### src/rtl/ipi_pkg.sv
package ipi_pkg;
    localparam int ID_W    = 8;
    localparam int VEC_W   = 8;
    localparam int MODE_W  = 3;
    localparam int SH_W    = 2;
    localparam int REG_W   = 32;
    localparam int ADDR_W  = 12;

    localparam logic [ADDR_W-1:0] OFF_LO = 12'h300;
    localparam logic [ADDR_W-1:0] OFF_HI = 12'h310;

    // bit positions inside the command words
    localparam int B_VEC   = 0;
    localparam int B_MODE  = 8;
    localparam int B_BUSY  = 12;
    localparam int B_LEVEL = 14;
    localparam int B_TRIG  = 15;
    localparam int B_RR    = 16;
    localparam int B_SH    = 18;
    localparam int B_ID    = 24;

    localparam logic [ID_W-1:0] ID_BCAST = '1;

    typedef enum logic [SH_W-1:0] {
        SH_FIELD   = 2'b00,
        SH_SELF    = 2'b01,
        SH_ALL_INC = 2'b10,
        SH_ALL_EXC = 2'b11
    } short_e;

    typedef enum logic [MODE_W-1:0] {
        DM_FIXED = 3'b000,
        DM_RREAD = 3'b011,
        DM_NMI   = 3'b100,
        DM_INIT  = 3'b101,
        DM_START = 3'b110
    } dmode_e;

    typedef enum logic [1:0] {
        RR_NONE = 2'b00,
        RR_PEND = 2'b01,
        RR_DONE = 2'b10
    } rr_e;

    typedef struct packed {
        logic [ID_W-1:0]  dest;
        short_e           sh;
        logic             trig;
        logic             level;
        logic [MODE_W-1:0] mode;
        logic [VEC_W-1:0] vec;
    } msg_t;
endpackage

### src/rtl/ipi_dest_sel.sv
module ipi_dest_sel
    import ipi_pkg::*;
(
    input  short_e          sh,
    input  logic [ID_W-1:0] field_id,
    input  logic [ID_W-1:0] self_id,
    output logic [ID_W-1:0] dest
);
    always_comb begin
        unique case (sh)
            SH_FIELD:   dest = field_id;
            SH_SELF:    dest = self_id;
            SH_ALL_INC: dest = ID_BCAST;
            SH_ALL_EXC: dest = ID_BCAST;
            default:    dest = field_id;
        endcase
    end
endmodule

### src/rtl/ipi_send_fsm.sv
module ipi_send_fsm (
    input  logic clk,
    input  logic rst_n,
    input  logic launch_req,
    input  logic msg_ready,
    output logic busy,
    output logic launch_ok,
    output logic drop,
    output logic done
);
    typedef enum logic {ST_IDLE, ST_SEND} state_e;
    state_e state, state_nx;

    always_ff @(posedge clk) begin
        if (!rst_n) state <= ST_IDLE;
        else        state <= state_nx;
    end

    always_comb begin
        state_nx = state;
        unique case (state)
            ST_IDLE: if (launch_req) state_nx = ST_SEND;   // LAUNCH
            ST_SEND: if (msg_ready)  state_nx = ST_IDLE;   // ACCEPT
            default: state_nx = ST_IDLE;
        endcase
    end

    always_comb begin
        busy      = 1'b0;
        launch_ok = 1'b0;
        drop      = 1'b0;
        done      = 1'b0;
        unique case (state)
            ST_IDLE: launch_ok = launch_req;
            ST_SEND: begin
                busy = 1'b1;
                drop = launch_req;       // DROP
                done = msg_ready;
            end
            default: ;
        endcase
    end
endmodule

### src/rtl/ipi_regs.sv
module ipi_regs
    import ipi_pkg::*;
#(
    parameter logic [ADDR_W-1:0] LO_ADDR = OFF_LO,
    parameter logic [ADDR_W-1:0] HI_ADDR = OFF_HI
) (
    input  logic              clk,
    input  logic              rst_n,
    input  logic              we,
    input  logic [ADDR_W-1:0] addr,
    input  logic [REG_W-1:0]  wdata,
    input  logic              launch_ok,
    input  logic              drop,
    input  logic              done,
    input  logic              busy,
    input  logic [ID_W-1:0]   dest_in,
    output logic [ID_W-1:0]   hi_id,
    output msg_t              msg,
    output logic [REG_W-1:0]  rdata,
    output logic              err
);
    rr_e  rr;
    logic hi_wr;

    assign hi_wr = we && (addr == HI_ADDR);

    always_ff @(posedge clk) begin
        if (!rst_n) begin
            hi_id <= '0;
            msg   <= '0;
            rr    <= RR_NONE;
            err   <= 1'b0;
        end else begin
            if (hi_wr) hi_id <= wdata[B_ID +: ID_W];
            if (launch_ok) begin
                msg.dest  <= dest_in;
                msg.sh    <= short_e'(wdata[B_SH +: SH_W]);
                msg.trig  <= wdata[B_TRIG];
                msg.level <= wdata[B_LEVEL];
                msg.mode  <= wdata[B_MODE +: MODE_W];
                msg.vec   <= wdata[B_VEC +: VEC_W];
                rr  <= (wdata[B_MODE +: MODE_W] == DM_RREAD) ? RR_PEND : RR_NONE;
                err <= 1'b0;
            end else begin
                if (drop) err <= 1'b1;
                if (done && rr == RR_PEND) rr <= RR_DONE;
            end
        end
    end

    always_comb begin
        rdata = '0;
        if (addr == LO_ADDR) begin
            rdata[B_VEC  +: VEC_W]  = msg.vec;
            rdata[B_MODE +: MODE_W] = msg.mode;
            rdata[B_BUSY]           = busy;
            rdata[B_LEVEL]          = msg.level;
            rdata[B_TRIG]           = msg.trig;
            rdata[B_RR   +: 2]      = rr;
            rdata[B_SH   +: SH_W]   = msg.sh;
        end else if (addr == HI_ADDR) begin
            rdata[B_ID +: ID_W] = hi_id;
        end
    end
endmodule

### src/rtl/ipi_cmd_unit.sv
module ipi_cmd_unit
    import ipi_pkg::*;
#(
    parameter logic [ADDR_W-1:0] LO_ADDR = OFF_LO,
    parameter logic [ADDR_W-1:0] HI_ADDR = OFF_HI
) (
    input  logic                clk,
    input  logic                rst_n,
    input  logic [ID_W-1:0]     self_id,
    input  logic                reg_we,
    input  logic [ADDR_W-1:0]   reg_addr,
    input  logic [REG_W-1:0]    reg_wdata,
    output logic [REG_W-1:0]    reg_rdata,
    output logic                msg_valid,
    input  logic                msg_ready,
    output logic [ID_W-1:0]     msg_dest,
    output logic [VEC_W-1:0]    msg_vector,
    output logic [MODE_W-1:0]   msg_mode,
    output logic                msg_trig,
    output logic                msg_level,
    output logic [SH_W-1:0]     msg_short,
    output logic                drop_err
);
    logic            launch_req, launch_ok, drop, done, busy;
    logic [ID_W-1:0] hi_id, dest_res;
    msg_t            msg;

    assign launch_req = reg_we && (reg_addr == LO_ADDR);

    ipi_send_fsm u_fsm (
        .clk(clk), .rst_n(rst_n), .launch_req(launch_req), .msg_ready(msg_ready),
        .busy(busy), .launch_ok(launch_ok), .drop(drop), .done(done)
    );

    ipi_dest_sel u_dsel (
        .sh(short_e'(reg_wdata[B_SH +: SH_W])), .field_id(hi_id),
        .self_id(self_id), .dest(dest_res)
    );

    ipi_regs #(.LO_ADDR(LO_ADDR), .HI_ADDR(HI_ADDR)) u_regs (
        .clk(clk), .rst_n(rst_n), .we(reg_we), .addr(reg_addr), .wdata(reg_wdata),
        .launch_ok(launch_ok), .drop(drop), .done(done), .busy(busy),
        .dest_in(dest_res), .hi_id(hi_id), .msg(msg), .rdata(reg_rdata), .err(drop_err)
    );

    assign msg_valid  = busy;
    assign msg_dest   = msg.dest;
    assign msg_vector = msg.vec;
    assign msg_mode   = msg.mode;
    assign msg_trig   = msg.trig;
    assign msg_level  = msg.level;
    assign msg_short  = msg.sh;
endmodule

### config.mk
export PLATFORM = sky130hd
export DESIGN_NAME = ipi_cmd_unit
export DESIGN_NICKNAME = d
export VERILOG_FILES = /design/src/rtl/ipi_pkg.sv /design/src/rtl/ipi_dest_sel.sv /design/src/rtl/ipi_send_fsm.sv /design/src/rtl/ipi_regs.sv /design/src/rtl/ipi_cmd_unit.sv
export SDC_FILE = /design/constraint.sdc
export NUM_CORES = 1
export LEC_CHECK = 0
export ABC_AREA = 1
export ABC_CLOCK_PERIOD_IN_PS = 1100
export BUFFER_PORTS_ARGS = -buffer_cell sky130_fd_sc_hd__buf_4
export CAP_MARGIN = 20
export CORE_MARGIN = 2
export CORE_UTILIZATION = 38
export DETAILED_ROUTE_END_ITERATION = 8
export GPL_TIMING_DRIVEN = 0
export HOLD_SLACK_MARGIN = 0.05
export PLACE_DENSITY = 0.83
export SLEW_MARGIN = 20
export SYNTH_ARGS = -nofsm -noshare
export SYNTH_HDL_FRONTEND = slang
export SYNTH_SLANG_ARGS = --single-unit
### constraint.sdc
create_clock -name clk -period 1.1 [get_ports clk]
set_clock_uncertainty 0.05 [all_clocks]
set_input_delay 0.11 -clock clk [delete_from_list [all_inputs] [get_ports clk]]
set_output_delay 0.11 -clock clk [all_outputs]
set_load 0.005 [all_outputs]
==> results.ini, run 1 <==
[critical_path]
required_ps=940
worstRegToRegCells=6
crit_arrival_ps=1030
r2r_end=u_regs.msg[0]
critPathLaunch=reg_addr[11]
crit_path_max_fanout=8
crit_type=input pin to output port
worstSetupStartpointType=input pin
reg2reg_slack_ps=-50
r2r-start=u_fsm.state
endpoint=reg_rdata[31]
end_kind=output port

[pwr]
p_leak_nw=1.72
powerDensity_mw_per_mm2=814
peakVddDrop_mv=0.491

[sta]
relSlewSlack_pct=62.6
fmax_mhz=843
final_hold_viol_count=0
timing.final.ws_setup_ps=-86.8
worst-slew-pin-transition_ps=558
setup_tns_ps=-2390
whs_ps=77.8
finalSetupViolations=57
final.min_clock_period_ps=1190
post-route-period-util_pct=108
grt_setup_unrepaired=yes
slew_viol_final=0

[drt]
drc=0
post_drt_wl_per_cell_um=13.5
antenna_left=0
vias=2312
via_per_inst=4.74
finalWirelength_um=6600
dr.first_iter.drc_count=150
first_pass_iters=4

[clock_tree]
clk-insertion-delay-late_ps=280
clk_path_buf_depth=2
cts_tree=done
clockRootBuffer=clkbuf_8
cts.htree.levels=2
cts-buffers-inserted=5
clkSlewWorstSetupHoldPaths_ps=80
cts_num_sinks=35

[floorplan]
rows=25
initial_core_util_pct=38.8
die_height_um=73.0
design.portCount=113
dieWidth_um=73.0
core_mm2=0.00466
dieArea_mm2=0.00532

[grt]
gr-usage-met1_pct=25.3
met3_usage_pct=5.25
antenna_found_initial=0
grt-ovfl-total=0
grt_pass1_wl_um=9530
grt-busiest-layer=met2
grt_max_degree=12
grt_use_total_pct=23.1
grt_pass1_vias=2161
use_met2_pct=43.1

[yosys]
ys_ff_latch=35
synth.avg_cell_area_um2=6.19
synth-warning-count=0
syn_inst=292
synth_area_mm2=0.00181
yosysSeqAreaShare_pct=38.8
synthDistinctLibCells=22

[cells_and_area]
nFillCells=355
nNetsFinal=489
layout_commonest_cell=buf_4
diodes=0
multiInputGateArea_mm2=0.00109
fin_util_pct=74.0
design_area_mm2=0.00345
final_cell_mix=86 x buf_4, 67 x nand2_1, 59 x nor2_1, 39 x inv_1, 34 x dfxtp_1
drive_gt1_share_pct=41.5
regArea_um2=702
area_growth_pct=91.0

[worst_hold_path]
worstHoldPathType=input pin to flip-flop
min_from=rst_n

[placed_design]
dpl_cell_area_mm2=0.00261
io_buffers=95
gp_congestion=0.814
dp_hpwl_um=3880
dp_slack_ps=-343

[job]
drv_cap=0

[run_status]
status=finished with violations
violations=setup timing

## kinds of logic after synthesis
kind of cell           Yosys count  share of synthesized area [%]
buffers and inverters           61                           15.9
flip-flops                      35                           38.8
other                            1                          0.208
AO/OA/AOI/OAI                   12                           3.46
AND/OR/NAND/NOR                183                           41.7
## registers in the layout, indices dropped and copies added, names as in the netlist
name,count
u_regs.rr,2
u_regs.hi_id,8
u_fsm.state,1
u_regs.err,1
u_regs.msg,23
## worst max-delay path, cell delays in order
cell	delay, ps
buf_6	100
nor2_4	90
nand2_2	70
nor2_4	180
buf_6	150
nand2_8	100
nor2_4	130
buf_6	100
## synth_stat cells
cell type  instances  area share (%)
nor2_1            94              20
nand2_1           72              15
inv_1             42             8.7
dfxtp_1           35              39
a21oi_1           11             3.0
nor3_1             8             2.2
buf_4              6             2.5
buf_2              4             1.1
buf_6              4             2.5
clkbuf_1           4            0.83
conb_1             1            0.21
inv_2              1            0.21
nand2_2            1            0.35
nand3_1            1            0.28
nand3_4            1            0.97
nand4_1            1            0.35
nand4_4            1             1.2
nor2_2             1            0.35
nor2_4             1            0.62
nor3_2             1            0.55
o21bai_1           1            0.42
or2_2              1            0.35
## layout make-up
| class | count | area share (%) |
|---|---|---|
| buffer | 18 | 4.64 |
| clock buffer | 6 | 2.39 |
| clock inverter | 2 | 1.02 |
| inverter | 43 | 4.75 |
| multi-input combinational | 201 | 31.5 |
| sequential | 35 | 20.3 |
| tap | 54 | 1.96 |
| timing repair buffer | 129 | 33.4 |
## what timing repair did
| item | in CTS | in global routing |
|---|---|---|
| setup endpoints to repair | 51 | 60 |
| setup buffers | 8 | 1 |
| cloned | 0 | 2 |
| hold endpoints to repair | 23 | 0 |
| resized for setup | 57 | 51 |
| hold buffers | 23 | 0 |
| pin swaps | 9 | 10 |
## through the flow
stage	cells	power, mW
detailed placement	446	1.53
CTS	485	2.80
floorplan	297	1.38
global route	488	2.90
global placement	446	1.53
finish	488	2.81
## how the worst min path moves through the flow
stage,endpoint,slack [ps],depth (start not counted)
2_1_floorplan,u_regs.hi_id[0],190,2
3_3_place_gp,u_regs.hi_id[7],280,3
3_5_place_dp,u_regs.msg[3],290,3
4_1_cts,u_fsm.state,70,3
5_1_grt,u_fsm.state,110,3
6_report,u_fsm.state,80,3
## routing by layer
layer / part of all wire, % / up-vias
li1: - / 1124
met1: 38 / 1057
met2: 53 / 113
met3: 6.8 / 18
met4: 2.3 / 0
met5: 0 / -
## power by group
group | total [mW] | internal, mW | switching (mW)
registers | 1.27 | 1.27 | 0.000126
clock network | 1.20 | 0.733 | 0.467
logic | 0.341 | 0.202 | 0.139
Note: power is estimated with default switching activity, not from simulation.
==> inputs of run 2 (changes only) <==
--- a/config.mk
+++ b/config.mk
@@ -6,15 +6,15 @@
 export NUM_CORES = 1
 export LEC_CHECK = 0
 export ABC_AREA = 1
-export ABC_CLOCK_PERIOD_IN_PS = 1100
+export ABC_CLOCK_PERIOD_IN_PS = 1250
 export BUFFER_PORTS_ARGS = -buffer_cell sky130_fd_sc_hd__buf_4
 export CAP_MARGIN = 20
 export CORE_MARGIN = 2
-export CORE_UTILIZATION = 38
+export CORE_UTILIZATION = 43
 export DETAILED_ROUTE_END_ITERATION = 8
 export GPL_TIMING_DRIVEN = 0
 export HOLD_SLACK_MARGIN = 0.05
-export PLACE_DENSITY = 0.83
+export PLACE_DENSITY = 0.89
 export SLEW_MARGIN = 20
 export SYNTH_ARGS = -nofsm -noshare
 export SYNTH_HDL_FRONTEND = slang
==> constraint.sdc (replaced) <==
create_clock -name clk -period 1.25 [get_ports clk]
set_clock_uncertainty 0.05 [all_clocks]
set_input_delay 0.125 -clock clk [delete_from_list [all_inputs] [get_ports clk]]
set_output_delay 0.125 -clock clk [all_outputs]
set_load 0.005 [all_outputs]
==> run 2 against run 1 <==
  * The run now ends clean
  * First-iteration DRC count decreased by 35%
  * Register-to-register slack improved by 130 ps
  * Final cell count shrank 1.8%
  * Setup slack better by 100 ps
  * Worst hold slack got worse by 19 ps
==> results.ini, run 2 (synthesized netlist as in run 1, its figures left out) <==
[sta]
fmax_mhz=809
timing.final.ws_setup_ps=13.7
whs_ps=59.2
worst-slew-pin-transition_ps=517
relSlewSlack_pct=65.5
final_hold_viol_count=0
grt_setup_unrepaired=yes
setup_tns_ps=0
post-route-period-util_pct=98.9
final.min_clock_period_ps=1240
finalSetupViolations=0
slew_viol_final=0

[critical_path]
crit_arrival_ps=1060
r2r-start=u_fsm.state
critPathTopFamily=simple AND/OR/NAND/NOR gates
end_kind=output port
worst-path-buf-inv=3
crit_type=input pin to output port
reg2reg_slack_ps=80
worstPathCellList=buf_6, nor2_4, nand2_2, nor2_4, nand2_4, buf_6, nor2_1, buf_4
max_stage_delay_ps=180
worstRegToRegCells=5
crit_path_max_fanout=8
r2r_end=u_regs.msg[7]
critPathSlowestCell=nor2_4
worstSetupStartpointType=input pin
required_ps=1080

[grt]
grt_pass1_vias=1918
grt_use_total_pct=24.2
antenna_found_initial=0
grt_pass1_wl_um=8490
grt-ovfl-total=0
grt_max_degree=11

[floorplan]
design.portCount=113
rows=23
dieWidth_um=68.8
core_mm2=0.00403
dieArea_mm2=0.00474
initial_core_util_pct=44.8
die_height_um=68.8

[pwr]
power_mw=2.21
p_leak_nw=1.65
powerDensity_mw_per_mm2=699
peakVddDrop_mv=0.602

[cells_and_area]
fin_util_pct=78.4
layout_commonest_cell=buf_4
area_growth_pct=74.9
largest_reg_flops=23
final_cell_mix=100 x buf_4, 69 x nor2_1, 68 x nand2_1, 39 x inv_1, 35 x dfxtp_1
layoutNonFillerInstCount=479
diodes=0
drive_gt1_share_pct=37.8
nNetsFinal=484
design_area_mm2=0.00316
top_register=u_regs.msg
top_regs=u_regs.msg x23, u_regs.hi_id x8, u_regs.rr x2
nFillCells=295

[placed_design]
dp_hpwl_um=3810
dpl_cell_area_mm2=0.00260
dp.cells=442
dp_slack_ps=-259
io_buffers=95
gp_congestion=0.764

[clock_tree]
clk-insertion-delay-late_ps=290
clk_path_buf_depth=2
cts.htree.levels=2
clockRootBuffer=clkbuf_8
cts-buffers-inserted=5
clkSlewWorstSetupHoldPaths_ps=80
cts_tree=done
cts_num_sinks=35

[drt]
via_per_inst=4.62
vias=2211
drc=0
first_pass_iters=4
antenna_left=0
post_drt_wl_per_cell_um=12.5
finalWirelength_um=6000
dr.first_iter.drc_count=98

[worst_hold_path]
worstHoldPathType=input pin to flip-flop
min_from=msg_ready
whs_endpoint=u_fsm.state
whs_path_depth=3

[run_status]
status=finished, final reports clean

[job]
drv_cap=0

run 2: worst max path at each step:
stage / startpoint / to / slack [ps] / cells after the start
after detailed placement: reg_addr[3] / reg_rdata[6] / -260 / 8
after CTS: reg_addr[7] / reg_rdata[27] / -0.04 / 7
after global placement: reg_addr[3] / reg_rdata[6] / -210 / 8
after global routing: reg_addr[1] / reg_rdata[2] / -30 / 8
after floorplan: reg_addr[3] / u_regs.msg[13] / 150 / 7
final: reg_addr[1] / reg_rdata[2] / 10 / 8
run 2: tightest hold or removal path, cell delays in order:
cell,delay (ps)
buf_4,80
or2_2,100
a21oi_1,60
run 2: layout make-up:
class	instances	area, um^2	share of cell area [%]
sequential	35	701	22.2
buffer	18	140	4.43
inverter	43	161	5.11
timing repair buffer	124	1030	32.7
clock buffer	7	76.3	2.41
multi-input combinational	201	981	31.0
clock inverter	1	5.00	0.158
tap	50	62.6	1.98
run 2: what timing repair did:
item / CTS / global route
buffers inserted: 2 / 4
gates resized for setup: 6 / 53
setup endpoints to repair: 21 / 43
hold endpoints to repair: 22 / 0
cloned: 0 / 1
hold buffers: 22 / 0
pin swaps: 2 / 10
run 2: per-layer routing:
metal	track usage [%]	wire length (um)	vias up
met2	44.5	3200	85
met1	27.2	2260	1006
met3	6.49	489	6
li1	-	-	1114
met5	0	0	-
met4	7.11	51	0
run 2: report_power, final:
part           leakage [nW]  switching, mW  internal [mW]
clock                0.0422          0.412          0.391
sequential            0.282       0.000107           1.11
combinational          1.33          0.114          0.176
total                  1.65          0.527           1.68
==> inputs of run 3 (changes only) <==
--- a/config.mk
+++ b/config.mk
@@ -14,8 +14,9 @@
 export DETAILED_ROUTE_END_ITERATION = 8
 export GPL_TIMING_DRIVEN = 0
 export HOLD_SLACK_MARGIN = 0.05
-export PLACE_DENSITY = 0.89
+export PLACE_DENSITY = 0.87
 export SLEW_MARGIN = 20
 export SYNTH_ARGS = -nofsm -noshare
 export SYNTH_HDL_FRONTEND = slang
+export SYNTH_HIERARCHICAL = 1
 export SYNTH_SLANG_ARGS = --single-unit
==> run 3 against run 2 <==
  * The flow now finishes with violations (setup timing)
  * First-iteration DRC count is 20% higher
  * Fmax is 6.2% lower
  * Clock power is 32% higher
  * Routed wire length is 12% higher
  * Worst hold slack worse by 17 ps
  * Synthesized cell count is 1.4% lower
  * Non-clock buffer count is 12 lower
  * Sequential power hardly changed
  * Critical endpoint is now reg_rdata[3]
==> results.ini, run 3 <==
[critical_path]
end_kind=output port
crit_path_max_fanout=5
crit_arrival_ps=1140
crit_type=input pin to output port
reg2reg_slack_ps=60
worstSetupStartpointType=input pin
required_ps=1080

[grt]
grt_use_total_pct=21.7
grt_pass1_vias=2000
grt-ovfl-total=0
grt_max_degree=12
grt_pass1_wl_um=8710
antenna_found_initial=0

[drt]
first_pass_iters=4
finalWirelength_um=6740
post_drt_wl_per_cell_um=14.5
via_per_inst=4.76
drc=0
antenna_left=0
dr.first_iter.drc_count=118
vias=2219

[cells_and_area]
nFillCells=298
diodes=0
drive_gt1_share_pct=45.7
multiInputGateArea_mm2=0.00106
area_growth_pct=71.5
nNetsFinal=469
layout_commonest_cell=buf_4
top_regs=u_regs/msg x23, u_regs/hi_id x8, u_regs/rr x2
top_register=u_regs/msg
design_area_mm2=0.00326
largest_reg_flops=23
regArea_um2=702
layoutNonFillerInstCount=466
final_cell_mix=102 x buf_4, 47 x inv_1, 45 x nand2_1, 43 x nor2_1, 34 x dfxtp_1

[sta]
finalSetupViolations=12
worst-slew-pin-transition_ps=582
final_hold_viol_count=0
relSlewSlack_pct=61.2
timing.final.ws_setup_ps=-68.1
grt_setup_unrepaired=yes
fmax_mhz=759
slew_viol_final=0
final.min_clock_period_ps=1320
post-route-period-util_pct=105

[yosys]
synth-warning-count=6
synth.avg_cell_area_um2=6.59
yosysTopAreaCellShare_pct=36.9
synth_top_family_by_area=simple AND/OR/NAND/NOR gates
ys_ff_latch=35
synth_compound_area_share_pct=12.1
synthSimpleGateAreaFrac_pct=34.2
synth_area_mm2=0.00190
synthTopCellsByArea=dfxtp_1 37%, inv_1 10%, nor2_1 10%
synthDistinctLibCells=22
synthMuxAreaShare_pct=0
syn_inst=288
yosysMostFrequentCell=inv_1
synthXorXnorAreaFrac_pct=0
synth_edf_count=0
yosysSeqAreaShare_pct=36.9
synth_common_cells=53 x inv_1, 51 x nor2_1, 49 x nand2_1, 35 x dfxtp_1, 23 x a21oi_1
yosys.area.top_type=dfxtp_1
async_reset_ff_share_pct=0
synth_flop_cell=dfxtp_1
synthAdderAreaFrac_pct=0

[run_status]
status=finished with violations
violations=setup timing

[placed_design]
dp_hpwl_um=3950
gp_congestion=0.771
dpl_cell_area_mm2=0.00273
dp.cells=442
io_buffers=97

[clock_tree]
clk-insertion-delay-late_ps=280
cts_num_sinks=35
clkSlewWorstSetupHoldPaths_ps=80
cts.htree.levels=2
clk_path_buf_depth=2
cts-buffers-inserted=5
clockRootBuffer=clkbuf_8
cts_tree=done

[floorplan]
core_mm2=0.00429
dieArea_mm2=0.00496
dieWidth_um=70.5
rows=24
die_height_um=70.5
design.portCount=113
initial_core_util_pct=44.2

[pwr]
power_mw=2.51
peakVddDrop_mv=0.633
p_leak_nw=1.56
powerDensity_mw_per_mm2=770

[job]
drv_cap=0

[worst_hold_path]
worstHoldPathType=input pin to flip-flop

[run 3: cell count changes in the layout (fill, tap and decap cells not counted), sizes merged, moves of 5 or more]
cell         change
o21ai           +23
dlygate4sd3     -18
nor2            -27
nand2           -20
a21oi           +12
buf              +5
inv             +10
nand4            +8
nor3             -8
[run 3: layout make-up]
cell class | instances | area share, %
multi-input combinational | 188 | 32.4
timing repair buffer | 112 | 29.2
sequential | 35 | 21.6
inverter | 53 | 6.26
buffer | 18 | 4.92
clock buffer | 6 | 2.54
tap | 52 | 2.00
clock inverter | 2 | 1.08
[run 3: path summary, 6_finish.rpt]
check	cells after the start	endpoint	from
setup / recovery	9	reg_rdata[3]	reg_addr[9]
hold / removal	3	u_regs/msg[3]	reg_wdata[3]
setup reg to reg	6	u_regs/msg[1]	u_fsm/state
hold reg to reg	2	u_regs/rr[1]	u_regs/rr[0]
[run 3: what timing repair did]
action,in CTS,in global routing
cloned,0,4
hold buffers,3,1
buffers inserted,2,6
pin swaps,1,19
gates resized for setup,9,60
hold endpoints to repair,2,1
setup endpoints to repair,28,47
[run 3: per-layer routing]
metal / up-vias / global-route usage [%] / routed length, um
met5: - / 0 / 0
met4: 0 / 5.77 / 107
met3: 14 / 6.20 / 528
met2: 98 / 39.4 / 3620
met1: 993 / 24.5 / 2480
li1: 1114 / - / -
[run 3: metrics by stage]
step	worst slack, ps	setup TNS [ps]	utilization (%)	hold slack (ps)
after floorplan	6.98	0	-	196
after global placement	-328	-7500	63.5	330
after detailed placement	-349	-8370	63.5	332
after CTS	9.18	0	68.1	50.2
after global routing	-110	-2420	75.8	58.2
final	-68.1	-142	75.8	42.0
[run 3: kinds of logic (layout without fill, tap and decap cells)]
| logic type | count (synthesis) | after routing |
|---|---|---|
| AO/OA/AOI/OAI | 46 | 46 |
| buffers and inverters | 71 | 191 |
| flip-flops | 35 | 35 |
| other | 1 | 6 |
| AND/OR/NAND/NOR | 135 | 136 |
[run 3: power by group]
part / internal, mW / switching, mW / leakage, nW
Clock: 0.645 / 0.416 / 0.0612
Combinational: 0.175 / 0.156 / 1.22
Sequential: 1.11 / 0.000127 / 0.282
[run 3: critical path, cell delays in order]
cell     delay [ps]
buf_4            80
nand2_1          50
inv_1            90
nand2_2          90
nor2_4          160
nand2_4         110
buf_4           170
nor2_1          130
buf_4           130
